### config.mk
export PLATFORM = sky130hd
export DESIGN_NAME = gcp_predictor
export DESIGN_NICKNAME = d
export VERILOG_FILES = /design/src/rtl/gcp_pkg.sv /design/src/rtl/gcp_history.sv /design/src/rtl/gcp_table.sv /design/src/rtl/gcp_stats.sv /design/src/rtl/gcp_predictor.sv
export SDC_FILE = /design/constraint.sdc
export NUM_CORES = 1
export LEC_CHECK = 0
export ABC_AREA = 0
export ABC_CLOCK_PERIOD_IN_PS = 5780
export BUFFER_PORTS_ARGS = -buffer_cell sky130_fd_sc_hd__clkbuf_2
export CORE_AREA = 2 2 78 80
export CTS_BUF_LIST = sky130_fd_sc_hd__clkbuf_8 sky130_fd_sc_hd__clkbuf_16
export CTS_CLUSTER_DIAMETER = 120
export CTS_CLUSTER_SIZE = 24
export DETAILED_ROUTE_END_ITERATION = 16
export DIE_AREA = 0 0 80 82
export PLACE_DENSITY_LB_ADDON = 0.3
export SLEW_MARGIN = 20
export SYNTH_ARGS = -nofsm -noshare
export SYNTH_HDL_FRONTEND = slang
export SYNTH_HIERARCHICAL = 1
export SYNTH_SLANG_ARGS = --single-unit
export TNS_END_PERCENT = 10
### constraint.sdc
create_clock -name clk -period 5.78 [get_ports clk]
set_clock_uncertainty 0.1 [all_clocks]
set_input_delay 0.289 -clock clk [delete_from_list [all_inputs] [get_ports clk]]
set_output_delay 0.289 -clock clk [all_outputs]
set_load 0.005 [all_outputs]
### src/rtl/gcp_pkg.sv
// Shared constants and types for the correlating predictor.
// Assumes a fixed two-outcome global history.
package gcp_pkg;
    localparam int HIST_W  = 2;
    localparam int N_PATT  = 1 << HIST_W;
    typedef logic [HIST_W-1:0] patt_t;   // {older outcome, newest outcome}
    typedef logic [N_PATT-1:0] slots_t;  // one direction bit per pattern
endpackage

### src/rtl/gcp_history.sv
// Global outcome shift register. Bit 0 is the newest outcome.
// Assumes shift_en pulses once per resolved branch.
module gcp_history
    import gcp_pkg::*;
(
    input  logic  clk,
    input  logic  rst_n,
    input  logic  shift_en,
    input  logic  bit_in,
    output patt_t hist
);
    // Shift the resolved outcome in as the newest bit.
    always_ff @(posedge clk) begin
        if (!rst_n)
            hist <= '0;
        else if (shift_en)
            hist <= {hist[0], bit_in};
    end
endmodule

### src/rtl/gcp_table.sv
// Per-branch direction entries, four patterns per branch.
// It has two combinational read ports, one for lookup and one for the
// resolve-time comparison, and one write port. Reads return pre-write state.
module gcp_table
    import gcp_pkg::*;
#(
    parameter int IDX_W = 2
)(
    input  logic             clk,
    input  logic             rst_n,
    input  logic [IDX_W-1:0] rd_idx,
    input  patt_t            rd_patt,
    output logic             rd_bit,
    input  logic [IDX_W-1:0] cmp_idx,
    input  patt_t            cmp_patt,
    output logic             cmp_bit,
    input  logic             wr_en,
    input  logic [IDX_W-1:0] wr_idx,
    input  patt_t            wr_patt,
    input  logic             wr_bit
);
    localparam int N_BR = 1 << IDX_W;

    slots_t ent [N_BR];

    // One storage row per static branch; only the addressed bit is written.
    for (genvar b = 0; b < N_BR; b++) begin : g_row
        always_ff @(posedge clk) begin
            if (!rst_n)
                ent[b] <= '0;
            else if (wr_en && (wr_idx == IDX_W'(b)))
                ent[b][wr_patt] <= wr_bit;
        end
    end

    // Lookup read port.
    always_comb rd_bit = ent[rd_idx][rd_patt];

    // Comparison read port used to score the resolve.
    always_comb cmp_bit = ent[cmp_idx][cmp_patt];
endmodule

### src/rtl/gcp_stats.sv
// Saturating counters for correct and incorrect predictions.
// Assumes en is high for exactly the cycles with a resolve.
module gcp_stats #(
    parameter int CNT_W = 16
)(
    input  logic             clk,
    input  logic             rst_n,
    input  logic             en,
    input  logic             correct,
    output logic [CNT_W-1:0] hit_cnt,
    output logic [CNT_W-1:0] miss_cnt
);
    localparam logic [CNT_W-1:0] CNT_MAX = '1;

    // Advance the counter that matches the outcome of the comparison.
    always_ff @(posedge clk) begin
        if (!rst_n) begin
            hit_cnt  <= '0;
            miss_cnt <= '0;
        end else if (en) begin
            if (correct && hit_cnt != CNT_MAX)
                hit_cnt <= hit_cnt + 1'b1;
            else if (!correct && miss_cnt != CNT_MAX)
                miss_cnt <= miss_cnt + 1'b1;
        end
    end
endmodule

### src/rtl/gcp_predictor.sv
// Correlating branch direction predictor with a two-bit global history.
// It looks up combinationally and updates on the clock edge, so a lookup
// in the same cycle as a resolve sees the old state. With hist_en low,
// pattern 0 is used everywhere.
module gcp_predictor
    import gcp_pkg::*;
#(
    parameter int IDX_W = 2,
    parameter int CNT_W = 16
)(
    input  logic             clk,
    input  logic             rst_n,
    input  logic             hist_en,
    input  logic [IDX_W-1:0] lk_idx,
    output logic             lk_taken,
    input  logic             rs_valid,
    input  logic [IDX_W-1:0] rs_idx,
    input  logic             rs_taken,
    output logic [1:0]       ghist,
    output logic [CNT_W-1:0] hit_cnt,
    output logic [CNT_W-1:0] miss_cnt
);
    patt_t hist_q;
    patt_t sel_patt;
    logic  rs_pred;

    // Pattern used by both ports: the history, or 0 when it is disabled.
    always_comb sel_patt = hist_en ? hist_q : '0;

    gcp_history u_hist (
        .clk      (clk),
        .rst_n    (rst_n),
        .shift_en (rs_valid),
        .bit_in   (rs_taken),
        .hist     (hist_q)
    );

    gcp_table #(.IDX_W(IDX_W)) u_table (
        .clk      (clk),
        .rst_n    (rst_n),
        .rd_idx   (lk_idx),
        .rd_patt  (sel_patt),
        .rd_bit   (lk_taken),
        .cmp_idx  (rs_idx),
        .cmp_patt (sel_patt),
        .cmp_bit  (rs_pred),
        .wr_en    (rs_valid),
        .wr_idx   (rs_idx),
        .wr_patt  (sel_patt),
        .wr_bit   (rs_taken)
    );

    gcp_stats #(.CNT_W(CNT_W)) u_stats (
        .clk      (clk),
        .rst_n    (rst_n),
        .en       (rs_valid),
        .correct  (rs_pred == rs_taken),
        .hit_cnt  (hit_cnt),
        .miss_cnt (miss_cnt)
    );

    // Expose the history register.
    always_comb ghist = hist_q;
endmodule

Word-level counts from Yosys, hierarchy flattened
Memories as Yosys holds them, arrays and structs flattened.
Index checks and enable logic that the tools add are counted.
{"block": "totals", "register_bits": 34, "mem_bits_rw": 16, "in_bits": 9, "output_inout_bits": 35, "word_cells": 78, "memories": 1}
{"memory": "u_table.ent", "words": 4, "width": 4, "rd": 2, "rd_clocked_by_memory_dff": 0, "write_ports": 4, "line_no": "gcp_table.sv:24", "source": "slots_t ent [N_BR];"}
{"block": "op_classes", "n_addsub": 2, "order_cmp": 2, "eq_ne": 6, "mux": 36, "n_bitwise": 17, "reduce_logical": 11}
{"op": "16-bit by 1-bit adder with 16-bit output, second input constant", "n": 2}
{"op": "16-bit != test, second input constant", "n": 2}
{"op": "1-bit 2-to-1 mux", "n": 28}
{"op": "4-bit 2-to-1 mux", "n": 4}
{"op": "1-bit OR", "n": 16}
{"op": "1-bit logical AND", "n": 7}
{"op": "1-bit binary-select mux with 2-bit select", "n": 2}
{"op": "2-bit equality test, second input constant", "n": 2}
{"op": "2-bit by 3-bit less-than comparator with 1-bit output, second input constant", "n": 1}
{"op": "3-bit AND reduction", "n": 1}
{"op": "1-bit demux with 2-bit select", "n": 1}
{"op": "2-bit by 1-bit equality test with 1-bit output, second input constant", "n": 1}
{"op": "2-bit by 1-bit >= comparator with 1-bit output, second input constant", "n": 1}
{"op": "2-bit logical NOT", "n": 1}
{"op": "2-bit 2-to-1 mux", "n": 1}
{"op": "2-bit AND reduction", "n": 1}
{"op": "1-bit equality test", "n": 1}
{"op": "1-bit logical NOT", "n": 1}
{"op": "1-bit NOT", "n": 1}

Longest topological paths before layout
Gate-level depths: netlist (run 1).
{"block": "logic_depth", "word_depth": 7, "depth_mapped": 8, "ltp_nobuf": 8}

Modules after synthesis
The synthesis (run 1) kept the hierarchy.
{"mod": "gcp_stats", "instances": 1, "cells_per_inst": 203, "area_each_um2": 1684.1, "seq_area_each_um2": 640.6}
{"mod": "gcp_table", "instances": 1, "cells_per_inst": 79, "area_each_um2": 987.2, "seq_area_each_um2": 480.5}
{"mod": "gcp_history", "instances": 1, "cells_per_inst": 6, "area_each_um2": 72.6, "seq_area_each_um2": 40.0}
{"mod": "gcp_predictor", "instances": 1, "cells_per_inst": 3, "area_each_um2": 21.3, "seq_area_each_um2": 0.0}

Worst setup path after synthesis (run 1)
Ideal clock, no wire load.
{"block": "synth_path", "path_kind": "reg2reg", "startpoint": "memory u_table/ent[1][3] (netlist bit)", "endpoint": "register u_stats.hit_cnt[15]", "setup_ps": 70, "t_arrival_ps": 2611, "t_required_ps": 5610, "setup_slack_ps": 2998, "path_stages_with_launch": 9, "n_path_buf": 0, "synth_period_minus_slack_ps": 2782, "path_cell_list": "edfxtp_1 -> mux4_1 -> mux2i_1 -> mux2i_1 -> xnor2_1 -> nand2_1 -> or4b_4 -> or4_1 -> a21oi_1"}
{"item": "start, declared", "line_no": "gcp_table.sv:24"}
{"item": "end signal, assigned", "line_no": "gcp_stats.sv:22", "source": "hit_cnt <= hit_cnt + 1'b1;"}
{"item": "end, declared", "line_no": "gcp_stats.sv:10", "source": "output logic [CNT_W-1:0] hit_cnt,"}

Worst setup path in the final report (run 1)
{"block": "layout_path", "startpoint": "register u_hist.hist[1]", "endpoint": "register u_stats.hit_cnt[15]"}
{"block": "layout_via", "elab_chain_len": 6}
{"item": "start, declared", "line_no": "gcp_history.sv:10", "source": "output patt_t hist"}
{"item": "start signal, assigned", "line_no": "gcp_history.sv:17", "source": "hist <= {hist[0], bit_in};"}
{"item": "2-bit 2-to-1 mux", "line_no": "gcp_predictor.sv:28", "source": "always_comb sel_patt = hist_en ? hist_q : '0;"}
{"item": "via sel_patt[1]", "line_no": "gcp_predictor.sv:24", "source": "patt_t sel_patt;"}
{"item": "1-bit binary-select mux with 2-bit select", "line_no": "gcp_table.sv:40", "source": "always_comb cmp_bit = ent[cmp_idx][cmp_patt];"}
{"item": "1-bit 2-to-1 mux (not written as such)", "line_no": "gcp_table.sv:40"}
{"item": "via rs_pred", "line_no": "gcp_predictor.sv:25", "source": "logic rs_pred;"}
{"item": "1-bit equality test", "line_no": "gcp_predictor.sv:57", "source": ".correct (rs_pred == rs_taken),"}
{"item": "1-bit logical AND", "line_no": "gcp_stats.sv:21", "source": "if (correct && hit_cnt != CNT_MAX)"}
{"item": "2-bit AND reduction (no source line)"}
The timed path passes the listed nets, and every way through them passes these cells. The select of a mux whose other input is x is not followed.
A chain may end at the register's enable or synchronous reset.

==> tab_implementation.tex, run 1 <==
\begin{tabular}{lr}
\hline
Metric & Value \\
\hline
\multicolumn{2}{l}{\textbf{Status}} \\
Result of the run & completed \\
\multicolumn{2}{l}{\textbf{Clocking}} \\
Number of buffers created by CTS & 5 \\
Root buffer cell & clkbuf\_8 \\
Post-CTS Setup Repair Bufs & 0 \\
Buffers from clock root to sink, at most & 2 \\
Number of sinks driven by the clock tree & 50 \\
Clock slew seen by the registers of the worst setup and hold paths & roughly 0.090 ns \\
\# resized after CTS & 0 \\
TritonCTS clock tree & built \\
CTS hold repair buffers & 0 \\
Clock insertion delay at the later pin of the skew report & roughly 0.3 ns \\
H-tree depth & 2 \\
\multicolumn{2}{l}{\textbf{STA}} \\
Fin worst setup slack & between 2 and 3 ns \\
Worst max-slew margin expressed relative to the limit & roughly 49\% \\
Min Hold Slack & roughly 0.28 ns \\
Fmax & about 0.31 GHz \\
Max Slew Vio Count & 0 \\
Worst-margin pin slew & a little under 0.8 ns \\
Setup violations, final & 0 \\
TNS Setup & 0 ns \\
Final Hold Viols & 0 \\
Unrepaired setup endpoints after global routing & false \\
Final worst path period share & approximately 56\% \\
Min Tclk post-route & about 3.3 ns \\
\multicolumn{2}{l}{\textbf{Yosys}} \\
Share of flip-flops with an asynchronous set or reset & 0\% \\
Synth warnings & 6 \\
Syn Area/Cell & around 9.5 um2 \\
Total nets after synthesis & approximately 300 \\
Library cell occupying the most area in the post-synthesis netlist & dfxtp\_1 \\
Distinct cell type count after synthesis & between 40 and 50 \\
Total of flip-flops plus latches after synthesis & 50 \\
Post-synthesis adder-cell area fraction & less than 1\% \\
EDFF count, synth & 16 \\
Post-synthesis sequential area ratio & 42.0\% \\
Most common flop cell mapped by yosys & dfxtp\_1 \\
Post-synth design cell area & $\sim$2800 um2 \\
Syn Inst Count & just under 300 \\
Top cell type's share of synthesized area & about 25\% \\
Simple-gate portion of the synthesized area & 26.0\% \\
Complex-gate fraction of the synthesized area & 15.7\% \\
Mux share of post-synthesis cell area & about an eighth \\
Top area cells in the synthesized netlist & dfxtp\_1, edfxtp\_1, mux4\_1 \\
Main combinational cell family by area after synthesis & simple AND/OR/NAND/NOR gates \\
Xor/xnor cell area share of the yosys netlist & 0.317\% \\
\multicolumn{2}{l}{\textbf{Cells and area}} \\
Number of nets in the layout & 342 \\
Proportion of layout cells with a drive suffix above 1 & $\sim$17\% \\
Total inserted antenna cells & 0 \\
Most frequent cells in the layout & clkbuf\_2, dfxtp\_1, nand2\_1 \\
Signed area change from the synthesized netlist to the final layout & 14.3\% \\
Most common library cell in the layout ignoring fill and taps & clkbuf\_2 \\
Final instance count without filler cells & 407 \\
\multicolumn{2}{l}{\textbf{Drt}} \\
\# DRC & 0 \\
Initial drt markers & about 130 \\
First-pass detailed-route iteration total & 4 \\
DR WL/cell & 15.1 um \\
Antenna Violating Nets Remaining & 0 \\
Vias per cell & a little over 6 \\
Routed WL & 6160 um \\
Total via count in the routed design & $\sim$2500 \\
\multicolumn{2}{l}{\textbf{Placed design}} \\
Placed Instances & approximately 400 \\
Placer Congestion & around 0.83 \\
Hpwl dp & around 4300 um \\
Input/output buffers & 43 \\
Worst slack at placement & 2.45 ns \\
\multicolumn{2}{l}{\textbf{Worst setup path}} \\
WP data required & a little under 6 ns \\
Kind of capture point of the worst setup path & register \\
Crit path launch type & register \\
Crit-path max FO & 12 \\
WS Path Type & reg2reg \\
Signal arrival time at the worst endpoint & between 3 and 4 ns \\
\multicolumn{2}{l}{\textbf{Global route}} \\
Number of global-route vias before repair & about 2200 \\
First-pass GRT wire length & a little over 10000 um \\
Gr ovfl total & 0 \\
GR Util All Layers & between 10\% and 20\% \\
Number of antenna violations at the first check in global routing & 0 \\
Pin count of the biggest net entering global routing & between 40 and 50 \\
\multicolumn{2}{l}{\textbf{Power and ir drop}} \\
Power consumption & around 0.00068 W \\
VDD IR max & 0.142 mV \\
Static leakage power & roughly 1.1 nW \\
Pwr per Cell Area & roughly 210 nW/um2 \\
\multicolumn{2}{l}{\textbf{Die}} \\
Total Die Area & between 6000 and 7000 um2 \\
Height of the die & between 80 and 90 um \\
Placement row count & 28 \\
Die width & $\sim$80 um \\
Initial cell density of the core & $\sim$48\% \\
Top-level I/O count & 44 \\
Area of the placeable core & 5750 um2 \\
\multicolumn{2}{l}{\textbf{Worst hold path}} \\
Kind of path behind the tightest hold check & in2reg \\
\multicolumn{2}{l}{\textbf{Run}} \\
Max\_cap viols & 0 \\
\hline
\end{tabular}
## state kept, by name, summed over array words and instances, names as in the netlist
signal / cells
u_stats/miss_cnt: 16
u_table/ent: 16
u_hist/hist: 2
u_stats/hit_cnt: 16
## metal layers
layer  part of all wire (%)  global-route usage (%)  up-vias
met2                     49                    33.4       43
met3                    3.4                    3.63        6
met1                     47                    26.4     1198
li1                       -                       -     1211
met5                      0                       0        -
met4                    1.0                    6.27        0
## per-stage QoR
stage,utilization [%],instance area [um2]
floorplan,-,2770
global placement,53.0,3050
detailed placement,53.0,3050
CTS,55.0,3160
global route,55.0,3160
finish,55.0,3160
## path summary, 6_finish.rpt
check                                         start                  end  slack [ns]  depth (start not counted)
worst max register to register       u_hist/hist[1]  u_stats/hit_cnt[15]        2.52                          8
worst min-delay path                       rs_taken       u_hist/hist[0]        0.28                          3
worst min register to register  u_stats/miss_cnt[7]  u_stats/miss_cnt[7]        0.38                          2
worst max-delay path                 u_hist/hist[1]  u_stats/hit_cnt[15]        2.52                          8
## layout make-up
class	count	area (um2)
Fill cell	548	2580
Multi-Input combinational cell	222	1540
Sequential cell	50	1160
Timing Repair Buffer	45	230
Tap cell	75	93.8
Clock buffer	5	68.8
Clock inverter	3	45.0
Inverter	7	26.3
## cell usage after synthesis, types with 7 or more instances
library cell  number
or4_1             13
nand2b_1           7
edfxtp_1          16
nand2_1           25
dfxtp_1           34
o21ai_0           23
o31ai_1           15
clkbuf_1           8
nand4_1            8
nor2_1            24
inv_1              7
mux4_1             8
nand3_1           10
a21oi_1           18
mux2i_1           13
## logic make-up after synthesis
| family | count (synthesis) |
|---|---|
| flops | 50 |
| mux | 21 |
| xor+xnor | 1 |
| compound gates | 71 |
| simple gates | 127 |
| fa+ha+maj | 2 |
| buf+inv | 19 |
## power breakdown
group	internal, W	total, W	switching [W]	leakage, nW
sequential	0.000369	0.000375	0.00000582	0.440
clock	0.000129	0.000247	0.000118	0.0504
combinational	0.0000224	0.0000561	0.0000337	0.589
total	0.000520	0.000677	0.000158	1.08
## worst max-delay path, stage by stage (launching register included)
cell     delay [ns]
dfxtp_1        0.38
and2_1         0.49
mux2i_1        0.25
mux2i_1        0.14
xnor2_1        0.32
nand2_1        0.28
or4b_4         0.59
or4_1          0.48
a21oi_1        0.15
Note: power is estimated with default switching activity, not from simulation.
==> run 2: changes to the inputs <==
Settings changed: ABC_CLOCK_PERIOD_IN_PS 5780 to 2820.
Clock period 5.78 ns to 2.82 ns, I/O delays scaled along.
==> run 2 against run 1 <==
  * Worst setup slack got worse by 2.5 ns
  * Critical path depth increased by 1
  * Fmax increased by 18%
  * Register-to-register slack got worse by 2.5 ns
  * Flip-flop and latch count unchanged
  * Largest cell class unchanged
==> tab_implementation.tex, run 2 (same netlist as run 1, synthesis figures left out) <==
\begin{tabular}{lr}
\hline
Metric & Value \\
\hline
\multicolumn{2}{l}{\textbf{Status}} \\
Result of the run & completed \\
\multicolumn{2}{l}{\textbf{Worst setup path}} \\
WS Path Type & reg2reg \\
Worst r2r path cells & 9 (+1) \\
Crit-path most repeated cell & mux2i\_1 \\
Ordered list of cells on the worst path & mux4\_2 -> mux2i\_1 -> mux2i\_1 -> xnor2\_1 -> buf\_4 -> and4b\_2 -> nand4\_1 -> or4\_1 -> a21oi\_2 \\
WP data required & 2.96 ns (-2.95 ns) \\
Cell class contributing the biggest share of worst-path delay & simple AND/OR/NAND/NOR gates \\
Crit path max-delay cell type & mux4\_2 \\
Signal arrival time at the worst endpoint & 2.90 ns (-0.49 ns) \\
R2r setup slk & 0.06 ns (-2.47 ns) \\
Crit path launch type & register \\
Longest individual stage delay on the worst path & 0.49 ns (-0.10 ns) \\
Kind of capture point of the worst setup path & register \\
Crit-path max FO & 4 (-8) \\
Buffers \& Inverters on Critical Path & 1 (+1) \\
Number of logic stages on the critical path including buffering & 9 (+1) \\
\multicolumn{2}{l}{\textbf{Worst hold path}} \\
Kind of path behind the tightest hold check & in2reg \\
WHS Path Cells & 3 (unchanged) \\
\multicolumn{2}{l}{\textbf{STA}} \\
Fmax & 0.362 GHz (+18\%) \\
Unrepaired setup endpoints after global routing & true \\
Worst max-slew margin expressed relative to the limit & 50.1\% (+1.3 points) \\
Setup violations, final & 0 (unchanged) \\
Worst-margin pin slew & 0.743 ns (-0.0253 ns) \\
Max Slew Vio Count & 0 (unchanged) \\
Min Hold Slack & 0.121 ns (-0.155 ns) \\
Final Hold Viols & 0 (unchanged) \\
Min Tclk post-route & 2.76 ns (-0.494 ns) \\
Fin worst setup slack & 0.0585 ns (-2.47 ns) \\
TNS Setup & 0 ns (unchanged) \\
Final worst path period share & 97.9\% (+42 points) \\
\multicolumn{2}{l}{\textbf{Placed design}} \\
Placer Congestion & 0.786 (-5.1\%) \\
Hpwl dp & 4700 um (+9.4\%) \\
Worst slack at placement & -0.0346 ns (-2.48 ns) \\
Input/output buffers & 43 (unchanged) \\
\multicolumn{2}{l}{\textbf{Clocking}} \\
CTS hold repair buffers & 0 (unchanged) \\
Buffers from clock root to sink, at most & 2 (unchanged) \\
Clock slew seen by the registers of the worst setup and hold paths & 0.09 ns (about the same) \\
H-tree depth & 2 (unchanged) \\
Clock insertion delay at the later pin of the skew report & 0.30 ns (about the same) \\
Root buffer cell & clkbuf\_8 \\
TritonCTS clock tree & built \\
Number of buffers created by CTS & 5 (unchanged) \\
Number of sinks driven by the clock tree & 50 (unchanged) \\
\multicolumn{2}{l}{\textbf{Die}} \\
Total Die Area & 6560 um2 (unchanged) \\
Height of the die & 82 um (unchanged) \\
Top-level I/O count & 44 (unchanged) \\
Die width & 80 um (unchanged) \\
Area of the placeable core & 5750 um2 (unchanged) \\
Placement row count & 28 (unchanged) \\
Initial cell density of the core & 48.1\% (unchanged) \\
\multicolumn{2}{l}{\textbf{Power and ir drop}} \\
Power consumption & 0.00133 W (+96\%) \\
VDD IR max & 0.203 mV (+43\%) \\
Pwr per Cell Area & 412 nW/um2 (+92\%) \\
Static leakage power & 1.11 nW (+3.2\%) \\
\multicolumn{2}{l}{\textbf{Cells and area}} \\
Number of nets in the layout & 353 (+3.2\%) \\
Signed area change from the synthesized netlist to the final layout & 16.8\% \\
Most frequent cells in the layout & clkbuf\_2, dfxtp\_1, nand2\_1 \\
Most common library cell in the layout ignoring fill and taps & clkbuf\_2 \\
Proportion of layout cells with a drive suffix above 1 & 22.7\% (+5.3 points) \\
Total inserted antenna cells & 0 (unchanged) \\
Regs by FF count & u\_stats/hit\_cnt x16, u\_stats/miss\_cnt x16, u\_table/ent x16 \\
\multicolumn{2}{l}{\textbf{Drt}} \\
Total via count in the routed design & 2510 (+2.1\%) \\
\# DRC & 0 (unchanged) \\
First-pass detailed-route iteration total & 4 (unchanged) \\
Antenna Violating Nets Remaining & 0 (unchanged) \\
Initial drt markers & 135 (+8.0\%) \\
DR WL/cell & 15.8 um (+4.3\%) \\
Routed WL & 6600 um (+7.1\%) \\
Vias per cell & 6.00 (-0.57\%) \\
\multicolumn{2}{l}{\textbf{Run}} \\
Max\_cap viols & 0 (unchanged) \\
\multicolumn{2}{l}{\textbf{Global route}} \\
First-pass GRT wire length & 10800 um (+4.1\%) \\
Number of antenna violations at the first check in global routing & 0 (unchanged) \\
Number of global-route vias before repair & 2278 (+4.8\%) \\
GR Util All Layers & 21.1\% (+1.1 points) \\
Pin count of the biggest net entering global routing & 44 (unchanged) \\
Gr ovfl total & 0 (unchanged) \\
\hline
\end{tabular}
run 2: path summary, 6_finish.rpt:
kind / to / startpoint
hold / removal: u_hist/hist[0] / rs_taken
setup reg to reg: u_stats/miss_cnt[13] / u_table/ent[3][2]
hold reg to reg: u_stats/miss_cnt[7] / u_stats/miss_cnt[7]
setup / recovery: u_stats/miss_cnt[13] / u_table/ent[3][2]
run 2: timing repair:
item / CTS / global route
gates resized for setup: 4 / 6
gates cloned: 0 / 0
setup buffers: 3 / 0
setup endpoints to repair: 1 / 11
pin swaps: 4 / 5
run 2: power breakdown:
part	total, W	internal (W)	switching [W]
clock	0.000431	0.000195	0.000236
combinational	0.000130	0.0000572	0.0000727
sequential	0.000769	0.000756	0.0000131
total	0.00133	0.00101	0.000322
run 2: area by class of cell:
cell class / count / area, um2
clock buffer: 6 / 82.6
clock inverter: 2 / 8.76
fill: 546 / 2520
inverter: 7 / 26.3
multi-input combinational: 222 / 1540
sequential: 50 / 1160
tap: 75 / 93.8
timing repair buffer: 56 / 313
run 2: through the flow:
stage          cells  utilization (%)  instance area [um2]
2_1_floorplan    291                -                 2770
3_3_place_gp     407             54.1                 3110
3_5_place_dp     407             54.1                 3110
4_1_cts          418             55.8                 3210
5_1_grt          418             56.2                 3230
6_report         418             56.2                 3230
run 2: tightest hold or removal path: cells and delay by family:
| family | cells | cell delay, ns |
|---|---|---|
| buffers and inverters | 1 | 0.16 |
| and+or+nand+nor | 1 | 0.10 |
| muxes | 1 | 0.09 |
run 2: routing by layer:
layer	up-vias	wire length, um	GRT usage (%)
li1	1229	-	-
met4	0	50	7.12
met5	-	0	0
met3	4	292	4.51
met1	1218	2850	25.9
met2	59	3410	36.8
